### src/rtl/chg_mode_ctrl.sv
module chg_mode_ctrl #(
  parameter int CLK_HZ    = 125_000_000,
  parameter int PULSE_US  = 128,
  parameter int N_CHG_FLT = 8,
  parameter int N_BST_FLT = 5
) (
  input  logic                 clk,
  input  logic                 rst_n,
  input  logic                 hiz_bit,
  input  logic                 boost_sel,
  input  logic                 chg_inhibit,
  input  logic                 stat_en,
  input  logic                 otg_en,
  input  logic                 chg_off_pin,
  input  logic                 otg_pin,
  input  logic                 vin_low,
  input  logic [N_CHG_FLT-1:0] chg_faults,
  input  logic [N_BST_FLT-1:0] bst_faults,
  output logic [1:0]           mode,
  output logic                 mode_chg,
  output logic                 stat_oe,
  output logic                 stat_dat
);
  localparam int PULSE_CYC = CLK_HZ / 1_000_000 * PULSE_US;
  localparam int CW = $clog2(PULSE_CYC + 1);

  localparam logic [1:0] M_HIZ = 2'b00;
  localparam logic [1:0] M_CHG = 2'b01;
  localparam logic [1:0] M_CFG = 2'b10;
  localparam logic [1:0] M_BST = 2'b11;

  logic [1:0]    mode_q, mode_d;
  logic          fault_now, fault_q;
  logic [CW-1:0] cnt;

  wire boost_req = boost_sel | (otg_pin & otg_en);
  wire chg_flt   = |chg_faults;
  wire bst_flt   = |bst_faults;

  assign fault_now = boost_req ? bst_flt : (chg_flt | vin_low);

  always_comb begin
    if (hiz_bit)                      mode_d = M_HIZ;
    else if (boost_req)               mode_d = bst_flt ? M_CFG : M_BST;
    else if (chg_off_pin || vin_low)  mode_d = M_HIZ;
    else if (chg_flt)                 mode_d = M_CFG;
    else                              mode_d = M_CHG;
  end

  always_ff @(posedge clk) begin
    if (!rst_n) begin
      mode_q   <= M_HIZ;
      mode_chg <= 1'b0;
      fault_q  <= 1'b0;
      cnt      <= '0;
    end else begin
      mode_q   <= mode_d;
      mode_chg <= (mode_d != mode_q);
      fault_q  <= fault_now;
      if (cnt != '0)
        cnt <= cnt - CW'(1);
      else if (fault_now && !fault_q)
        cnt <= CW'(PULSE_CYC);
    end
  end

  wire charging = (mode_q == M_CHG) & ~chg_inhibit;

  assign mode     = mode_q;
  assign stat_oe  = (cnt != '0) | (charging & stat_en);
  assign stat_dat = 1'b0;


  hiz_wins_chk: assert property (@(posedge clk) disable iff (!rst_n)
    hiz_bit |=> (mode == M_HIZ));


  boost_fault_chk: assert property (@(posedge clk) disable iff (!rst_n)
    (!hiz_bit && boost_req && bst_flt) |=> (mode == M_CFG));


  strobe_chk: assert property (@(posedge clk) disable iff (!rst_n)
    mode_chg == (mode != $past(mode)));


  no_retrigger_chk: assert property (@(posedge clk) disable iff (!rst_n)
    (cnt > $past(cnt)) |-> ($past(cnt) == '0 && cnt == CW'(PULSE_CYC)));
endmodule

### config.mk
export PLATFORM = sky130hd
export DESIGN_NAME = chg_mode_ctrl
export DESIGN_NICKNAME = d
export VERILOG_FILES = /design/src/rtl/chg_mode_ctrl.sv
export SDC_FILE = /design/constraint.sdc
export NUM_CORES = 1
export LEC_CHECK = 0
export ABC_CLOCK_PERIOD_IN_PS = 1800
export BUFFER_PORTS_ARGS = -buffer_cell sky130_fd_sc_hd__buf_2
export CAP_MARGIN = 20
export CORE_ASPECT_RATIO = 0.9
export CORE_MARGIN = 5
export CORE_UTILIZATION = 46
export DETAILED_ROUTE_END_ITERATION = 8
export MAX_ROUTING_LAYER = met4
export PLACE_DENSITY = 0.74
export SYNTH_ARGS = -nofsm -noshare
export SYNTH_HDL_FRONTEND = slang
export SYNTH_SLANG_ARGS = --single-unit
### constraint.sdc
create_clock -name clk -period 1.8 [get_ports clk]
set_clock_uncertainty 0.05 [all_clocks]
set_input_delay 0.27 -clock clk [delete_from_list [all_inputs] [get_ports clk]]
set_output_delay 0.27 -clock clk [all_outputs]
set_load 0.02 [all_outputs]
==> impl_metrics.env, run 1 <==
export IMPL_status="complete, but fails checks"
export IMPL_violations="negative setup slack"
export IMPL_setup_slack_ns=-0.105
export IMPL_final_max_slew_viol_count=0
export IMPL_ys_async_sr_fraction_pct=0
export IMPL_finalHoldViolCount=0
export IMPL_cp_end_kind="output pin"
export IMPL_reg2reg_slack_ns=-0.06
export IMPL_cts_buffers=3
export IMPL_hpwl_um=2200
export IMPL_whs_path_depth=2
export IMPL_pwr_share_seq_pct=25.3
export IMPL_ys_types=40
export IMPL_post_route_cell_area_um2=1540
export IMPL_switching_share_pct=41.3
export IMPL_synth_edf_count=0
export IMPL_drcViolationCount=0
export IMPL_r2r_cells=8
export IMPL_dpl_cell_area_um2=1340
export IMPL_power_density_nw_per_um2=1800
export IMPL_crit_type="flop to output pin"
export IMPL_h_tree_depth=1
export IMPL_clk_latency_ns=0.30
export IMPL_ys_flop_type="dfxtp_1"
export IMPL_dieArea_um2=3260
export IMPL_hold_end="mode[1]$_SDFF_PN0_"
export IMPL_placeableCoreArea_um2=2140
export IMPL_arrival_ns=1.59
export IMPL_drtPass1Iterations=6
export IMPL_hp_class="primary input to flop"
export IMPL_num_antenna_cells=0
export IMPL_first_iter_violations=31
export IMPL_r2r_end="cnt[5]$_SDFFE_PN0P_"
export IMPL_rsz0062_at_grt="yes"
export IMPL_final_util_pct=71.8
export IMPL_post_route_period_util_pct=106
export IMPL_ys_seq_area_share_pct=35.3
export IMPL_max_freq_mhz=525
export IMPL_synth_seq_cells=18
export IMPL_clock_sinks=18
export IMPL_cts_hold_buffers=0
export IMPL_syn_area_per_cell_um2=8.64
export IMPL_final_layout_size_suffix_gt1_share_pct=50.0
export IMPL_setup_viol=3
export IMPL_syn_nets=142
export IMPL_grt_pass1_wl_um=5000
export IMPL_path_clk_slew_ns=0.11
export IMPL_layout_nets=195
export IMPL_final_cell_mix="25 x buf_2, 24 x buf_4, 15 x dfxtp_1"
export IMPL_grt_pass1_vias=1208
export IMPL_grt_max_degree=11
export IMPL_hold_slack_ns=0.148
export IMPL_n_fill_cell=156
export IMPL_vias=1151
export IMPL_grt_total_usage_pct=20.7
export IMPL_combPwrFrac_pct=65.3
export IMPL_synth_cells=118
export IMPL_max_stage_delay_ns=0.39
export IMPL_postRouteAntennaNets=0
export IMPL_syn2layout_area_growth_pct=50.8
export IMPL_fp_dieW_um=59.6
export IMPL_power_total_w=0.00276
export IMPL_routed_wl_um=2970
export IMPL_die_h_um=54.7
export IMPL_cts_buffer_depth=2
export IMPL_initial_core_util_pct=47.6
export IMPL_crit_fanout=5
export IMPL_peakVddDrop_v=0.00100
export IMPL_hp_start="hiz_bit"
export IMPL_cts_root_buffer="clkbuf_4"
export IMPL_mostFrequentLayoutCell="buf_2"
export IMPL_gp_congestion=0.829
export IMPL_wl_per_cell_um=15.1
export IMPL_worstSetupStartpointType="flop"
export IMPL_fin_crit_ns=1.91
export IMPL_power_leakage_nw=0.617
export IMPL_portBuffers=26
export IMPL_yosys_warnings=0
export IMPL_internal_power_w=0.00162
export IMPL_syn_area_um2=1020
export IMPL_critPathRequiredTime_ns=1.48
export IMPL_r2r_start="cnt[0]$_SDFFE_PN0P_"
export IMPL_pre_cts_ws_ns=-0.167
export IMPL_p_sw_w=0.00114
export IMPL_clockPowerShare_pct=9.4
export IMPL_crit_chain="nor4_2 -> buf_4 -> and4_4 -> nand2_2 -> buf_6"
export IMPL_antenna_found_initial=0
export IMPL_cts_tree="yes"
export IMPL_grt_remaining_overflow=0
export IMPL_viasPerCell=5.84
export IMPL_rows=16
export IMPL_pin_count=28
export IMPL_cpMaxStageDelayCell="dfxtp_1"
export IMPL_max_cap_violations=0
==> worst max-delay path, delay by kind of cell (launching register included) <==
family                 cells  cell delay, ns
buffers and inverters      2            0.31
flip-flops                 1            0.39
AND/OR/NAND/NOR            3            0.59
==> state kept, by name (all words and copies together) (netlist names) <==
| signal | flops |
|---|---|
| cnt | 14 |
| fault_q | 1 |
| mode_chg | 1 |
| mode | 2 |
==> cells in the mapped netlist, types with 2 or more instances <==
| master | n | area (um^2) |
|---|---|---|
| dfxtp_1 | 18 | 360 |
| a21oi_1 | 8 | 40.0 |
| nor3_1 | 7 | 35.0 |
| nand2_1 | 6 | 22.5 |
| nor2_1 | 6 | 22.5 |
| nor4_1 | 6 | 37.5 |
| a211oi_1 | 5 | 37.5 |
| inv_1 | 5 | 18.8 |
| or4_4 | 5 | 56.3 |
| nand3_1 | 4 | 20.0 |
| or3_1 | 4 | 25.0 |
| xnor2_1 | 4 | 35.0 |
| nand4_1 | 3 | 18.8 |
| o31ai_1 | 3 | 22.5 |
| a211o_1 | 2 | 17.5 |
| a21o_1 | 2 | 15.0 |
| a31oi_1 | 2 | 12.5 |
| clkbuf_1 | 2 | 7.51 |
| nand3b_1 | 2 | 15.0 |
| nor3b_1 | 2 | 15.0 |
| o21ai_0 | 2 | 10.0 |
| or4_1 | 2 | 15.0 |
==> through the flow <==
step	setup TNS, ns	instances
after floorplan	-0.0233	118
after global placement	-0.905	188
after detailed placement	-1.23	188
after CTS	-0.197	196
after global routing	-0.384	197
final	-0.193	197
==> repair_timing <==
item                                    4_1_cts  5_1_grt
endpoints found under the setup margin        9        9
resized for setup                            20       13
endpoints found under the hold margin         0        0
pin swaps                                     4        7
setup buffers                                 4        1
==> cells by family (layout without fill, tap and decap cells) <==
logic type / count (synthesis) / after routing / share of synthesized area (%)
adder cells (fa/ha/maj): 1 / 1 / 1.23
flip-flops: 18 / 18 / 35.3
XOR/XNOR: 5 / 5 / 4.29
AO/OA/AOI/OAI: 32 / 32 / 22.6
multiplexers: 1 / 1 / 0.982
other: 1 / 1 / 0.368
buffers and inverters: 9 / 61 / 3.68
AND/OR/NAND/NOR: 51 / 51 / 31.5
==> per-layer routing <==
metal	vias up	global-route usage (%)	part of all wire [%]
li1	568	-	-
met1	538	23.3	44
met2	39	37.8	50
met3	6	4.01	3.7
met4	0	5.17	1.6
met5	-	-	0
==> worst max-delay path by stage <==
| stage | cells past startpoint | slack [ns] | end | start |
|---|---|---|---|---|
| finish | 5 | -0.11 | stat_oe | cnt[13]$_SDFFE_PN0P_ |
| global route | 5 | -0.18 | stat_oe | cnt[13]$_SDFFE_PN0P_ |
| CTS | 7 | -0.09 | stat_oe | cnt[0]$_SDFFE_PN0P_ |
| detailed placement | 6 | -0.17 | mode_chg$_SDFF_PN0_ | bst_faults[1] |
| global placement | 5 | -0.12 | cnt[7]$_SDFFE_PN0P_ | chg_faults[5] |
| floorplan | 6 | -0.02 | cnt[13]$_SDFFE_PN0P_ | cnt[0]$_SDFFE_PN0P_ |
==> final cells by class <==
| cell class | count | area [um^2] | share of cell area, % |
|---|---|---|---|
| repair buffers | 52 | 339 | 22.1 |
| flip-flops and latches | 18 | 369 | 24.0 |
| well taps | 27 | 33.8 | 2.20 |
| multi-input cells | 91 | 738 | 48.0 |
| clock buffers | 4 | 36.3 | 2.36 |
| inverters | 5 | 21.3 | 1.38 |
==> power by group through the flow <==
stage / registers, W / clock network (W) / logic [W]
2_1_floorplan: 0.000643 / 0 / 0.000793
3_3_place_gp: 0.000647 / 0 / 0.00131
3_5_place_dp: 0.000659 / 0 / 0.00133
4_1_cts: 0.000673 / 0.000264 / 0.00162
5_1_grt: 0.000720 / 0.000275 / 0.00195
6_report: 0.000700 / 0.000259 / 0.00181
(Power assumes the default switching activity.)
==> run 2: changes to the inputs <==
--- a/config.mk
+++ b/config.mk
@@ -14,6 +14,7 @@
 export DETAILED_ROUTE_END_ITERATION = 8
 export MAX_ROUTING_LAYER = met4
 export PLACE_DENSITY = 0.74
+export SETUP_SLACK_MARGIN = 0.5
 export SYNTH_ARGS = -nofsm -noshare
 export SYNTH_HDL_FRONTEND = slang
 export SYNTH_SLANG_ARGS = --single-unit
==> run 2 against run 1 <==
The flow still finishes with violations (negative setup slack). Clock power about the same. Final cell count is 1.5% higher. Setup slack gained 0.068 ns. Count of clock-buffer cells in the layout did not move. Critical path type is now flop to flop.
==> impl_metrics.env, run 2 (synthesis results as in run 1) <==
export IMPL_post_route_period_util_pct=102
export IMPL_relSlewSlack_pct=66.4
export IMPL_routed_wl_um=3800
export IMPL_setup_viol=3
export IMPL_setup_slack_ns=-0.0368
export IMPL_fp_dieW_um=59.6
export IMPL_layout_nets=198
export IMPL_hp_class="primary input to flop"
export IMPL_final_max_slew_viol_count=0
export IMPL_rows=16
export IMPL_cp_end_kind="flop"
export IMPL_portBuffers=26
export IMPL_vias=1232
export IMPL_grt_total_usage_pct=23.9
export IMPL_final_layout_size_suffix_gt1_share_pct=61.3
export IMPL_startpoint="cnt[0]$_SDFFE_PN0P_"
export IMPL_violations="negative setup slack"
export IMPL_pre_cts_ws_ns=-0.113
export IMPL_power_total_w=0.00325
export IMPL_cts_root_buffer="clkbuf_4"
export IMPL_power_density_nw_per_um2=1870
export IMPL_largest_reg_flops=14
export IMPL_initial_core_util_pct=47.6
export IMPL_cts_tree="yes"
export IMPL_max_cap_violations=0
export IMPL_first_iter_violations=77
export IMPL_crit_type="flop to flop"
export IMPL_max_freq_mhz=544
export IMPL_fin_setup_tns_ns=-0.0804
export IMPL_dieArea_um2=3260
export IMPL_placeableCoreArea_um2=2140
export IMPL_critPathRequiredTime_ns=1.96
export IMPL_hpwl_um=2320
export IMPL_syn2layout_area_growth_pct=70.9
export IMPL_final_util_pct=81.4
export IMPL_final_cell_mix="24 x buf_2, 23 x buf_4, 14 x dfxtp_1"
export IMPL_finalHoldViolCount=0
export IMPL_power_leakage_nw=0.670
export IMPL_status="complete, but fails checks"
export IMPL_mostFrequentLayoutCell="buf_2"
export IMPL_clk_latency_ns=0.31
export IMPL_drcViolationCount=0
export IMPL_clock_sinks=18
export IMPL_drtPass1Iterations=4
export IMPL_wl_per_cell_um=19.0
export IMPL_rsz0062_at_grt="yes"
export IMPL_crit_fanout=3
export IMPL_grt_pass1_wl_um=5630
export IMPL_die_h_um=54.7
export IMPL_viasPerCell=6.16
export IMPL_cts_buffer_depth=2
export IMPL_arrival_ns=1.99
export IMPL_pin_count=28
export IMPL_fin_cells=200
export IMPL_gp_congestion=0.889
export IMPL_grt_max_degree=11
export IMPL_peakVddDrop_v=0.00137
export IMPL_postRouteAntennaNets=0
export IMPL_cts_buffers=3
export IMPL_r2r_start="cnt[0]$_SDFFE_PN0P_"
export IMPL_hp_start="rst_n"
export IMPL_cts_hold_buffers=0
export IMPL_regMostFlops="cnt"
export IMPL_fin_crit_ns=1.84
export IMPL_grt_pass1_vias=1217
export IMPL_placed_cells=185
export IMPL_worstSetupStartpointType="flop"
export IMPL_tightestPinTransition_ns=0.505
export IMPL_antenna_found_initial=0
export IMPL_num_antenna_cells=0
export IMPL_h_tree_depth=1
export IMPL_grt_remaining_overflow=0
export IMPL_path_clk_slew_ns=0.11
==> run 2: changes by cell type in the layout (fill, tap and decap cells not counted), sizes merged <==
cell,before,now
buf,52,55
==> run 2: per-stage QoR <==
step	cell area, um^2	hold WS, ns
after floorplan	1090	0.298
after global placement	1370	0.434
after detailed placement	1370	0.434
after CTS	1630	0.179
after global routing	1740	0.208
final	1740	0.210
==> run 2: worst paths after layout <==
kind                                        endpoint  slack [ns]  cells after the start
worst max-delay path            cnt[13]$_SDFFE_PN0P_       -0.04                      4
worst min-delay path             cnt[2]$_SDFFE_PN0P_        0.21                      3
worst max register to register  cnt[13]$_SDFFE_PN0P_       -0.04                      4
worst min register to register   cnt[6]$_SDFFE_PN0P_        0.50                      2
==> run 2: critical path, cell delays in order, from the launching register on <==
cell and delay, ns:
dfxtp_2 0.35, or4_4 0.56, or4_1 0.48, a32oi_1 0.21, o21ai_1 0.08
==> run 2: layer usage <==
metal,routed length [um],vias to the layer above,share of wire [%],global-route usage (%)
met4,110,0,2.9,9.59
met2,1950,46,51,40.7
met3,217,12,5.7,4.95
met5,0,-,0,-
li1,-,580,-,-
met1,1520,594,40,27.7
==> run 2: timing repair <==
action,in CTS,in global routing
endpoints found under the setup margin,19,17
pin swaps,19,11
gates resized for setup,31,22
hold endpoints to repair,0,0
buffers inserted,9,2
==> run 2: final cells by class <==
cell class	count	area, um^2
multi-input cells	91	901
clock buffers	4	36.3
flip-flops and latches	18	368
repair buffers	55	383
well taps	27	33.8
inverters	5	21.3
fillers	117	399
==> run 2: report_power, final <==
group | leakage, nW | total [W] | switching (W) | internal (W)
Clock | 0.0210 | 0.000259 | 0.000135 | 0.000124
Sequential | 0.150 | 0.000716 | 0.000176 | 0.000539
Combinational | 0.500 | 0.00228 | 0.00114 | 0.00114
Total | 0.670 | 0.00325 | 0.00145 | 0.00180
==> run 3: changes to the inputs <==
==> constraint.sdc (replaced) <==
create_clock -name clk -period 1.8 [get_ports clk]
set_clock_uncertainty 0.05 [all_clocks]
set_input_delay 0.36 -clock clk [delete_from_list [all_inputs] [get_ports clk]]
set_output_delay 0.36 -clock clk [all_outputs]
set_load 0.02 [all_outputs]
==> run 3 against run 2 <==
The flow still finishes with violations (negative setup slack). Final area rose by 1.4%. Critical path depth rose by 2. Sequential share of layout area fell by 0.087 points. Via count rose by 10%. Core utilization rose by 1.2 points. Maximum frequency fell by 6.8%. Critical endpoint is now stat_oe. Highest routed layer unchanged.
==> impl_metrics.env, run 3 (synthesis results as in run 1) <==
export IMPL_post_route_cell_area_um2=1770
export IMPL_num_antenna_cells=0
export IMPL_final_layout_size_suffix_gt1_share_pct=63.3
export IMPL_dpl_cell_area_um2=1410
export IMPL_clk_latency_ns=0.30
export IMPL_fin_crit_ns=1.97
export IMPL_cts_buffers=3
export IMPL_gp_congestion=0.876
export IMPL_final_cell_mix="25 x buf_4, 24 x buf_2, 13 x dfxtp_1"
export IMPL_grt_total_usage_pct=24.9
export IMPL_post_route_period_util_pct=110
export IMPL_status="complete, but fails checks"
export IMPL_seq_area_um2=372
export IMPL_finalHoldViolCount=0
export IMPL_clock_sinks=18
export IMPL_pre_cts_ws_ns=-0.209
export IMPL_syn2layout_area_growth_pct=73.4
export IMPL_regMostFlops="cnt"
export IMPL_path_clk_slew_ns=0.11
export IMPL_first_iter_violations=156
export IMPL_power_leakage_nw=0.690
export IMPL_wl_per_cell_um=21.0
export IMPL_grt_remaining_overflow=0
export IMPL_crit_fanout=4
export IMPL_cts_tree="yes"
export IMPL_max_freq_mhz=507
export IMPL_postRouteAntennaNets=0
export IMPL_pin_count=28
export IMPL_h_tree_depth=1
export IMPL_max_cap_violations=0
export IMPL_peakVddDrop_v=0.00138
export IMPL_grt_max_degree=11
export IMPL_largest_reg_flops=14
export IMPL_portBuffers=26
export IMPL_cts_buffer_depth=2
export IMPL_layout_nets=202
export IMPL_setup_slack_ns=-0.172
export IMPL_vias=1359
export IMPL_antenna_found_initial=0
export IMPL_final_max_slew_viol_count=0
export IMPL_routed_wl_um=4290
export IMPL_grt_pass1_wl_um=5910
export IMPL_grt_pass1_vias=1285
export IMPL_power_density_nw_per_um2=1850
export IMPL_drcViolationCount=0
export IMPL_arrival_ns=1.56
export IMPL_placeableCoreArea_um2=2140
export IMPL_worstSetupStartpointType="flop"
export IMPL_n_fill_cell=120
export IMPL_violations="negative setup slack"
export IMPL_dieArea_um2=3260
export IMPL_rsz0062_at_grt="yes"
export IMPL_cp_end_kind="output pin"
export IMPL_cts_root_buffer="clkbuf_4"
export IMPL_fp_dieW_um=59.6
export IMPL_die_h_um=54.7
export IMPL_hp_class="primary input to flop"
export IMPL_hpwl_um=2290
export IMPL_initial_core_util_pct=47.6
export IMPL_crit_type="flop to output pin"
export IMPL_setup_viol=5
export IMPL_drtPass1Iterations=5
export IMPL_critPathRequiredTime_ns=1.39
export IMPL_cts_hold_buffers=0
export IMPL_viasPerCell=6.66
export IMPL_multiInputGateArea_um2=887
export IMPL_rows=16
export IMPL_mostFrequentLayoutCell="buf_4"
==> run 3: worst max-delay path, stage by stage (launching register included) <==
cell,delay (ns)
dfxtp_4,0.38
inv_2,0.07
ha_4,0.12
nor3b_4,0.23
and4_4,0.28
nand2_2,0.06
buf_6,0.13
==> run 3: stage by stage <==
step / instances / TNS (ns) / total power, W / hold slack (ns) / utilization (%)
after detailed placement: 192 / -1.63 / 0.00211 / 0.445 / 66.0
after global placement: 192 / -1.49 / 0.00208 / 0.428 / 66.0
after global routing: 204 / -0.751 / 0.00342 / 0.306 / 82.5
after floorplan: 118 / -0.390 / 0.00154 / 0.388 / -
after CTS: 202 / -0.119 / 0.00288 / 0.283 / 78.4
final: 204 / -0.440 / 0.00327 / 0.304 / 82.5
==> run 3: cell type report <==
type | instances | area share, %
Clock buffer | 4 | 2.05
Inverter | 5 | 1.06
Multi-Input combinational cell | 91 | 50.2
Sequential cell | 18 | 21.0
Tap cell | 27 | 1.91
Timing Repair Buffer | 59 | 23.8
==> run 3: worst paths after layout <==
kind                            start                    to  slack (ns)  cells after the start
setup / recovery  cnt[1]$_SDFFE_PN0P_               stat_oe       -0.17                      6
hold / removal                hiz_bit    mode[0]$_SDFF_PN0_        0.30                      3
setup reg to reg  cnt[1]$_SDFFE_PN0P_  cnt[13]$_SDFFE_PN0P_       -0.16                      7
hold reg to reg   cnt[6]$_SDFFE_PN0P_   cnt[6]$_SDFFE_PN0P_        0.47                      2
==> run 3: where the power goes <==
group	switching, W	internal (W)
clock	0.000133	0.000123
combinational	0.00116	0.00115
sequential	0.000159	0.000542
total	0.00145	0.00182
==> run 3: layer usage <==
| metal | share of wire (%) | global-route usage (%) |
|---|---|---|
| met4 | 5.3 | 12.2 |
| met1 | 39 | 28.9 |
| met3 | 6.0 | 3.54 |
| met2 | 50 | 42.4 |
| met5 | 0 | - |
==> run 3: what timing repair did <==
action                                  4_1_cts  5_1_grt
endpoints found under the setup margin       19       20
endpoints found under the hold margin         0        0
pin swaps                                    22       14
setup buffers                                 6        2
gates resized for setup                      40       17
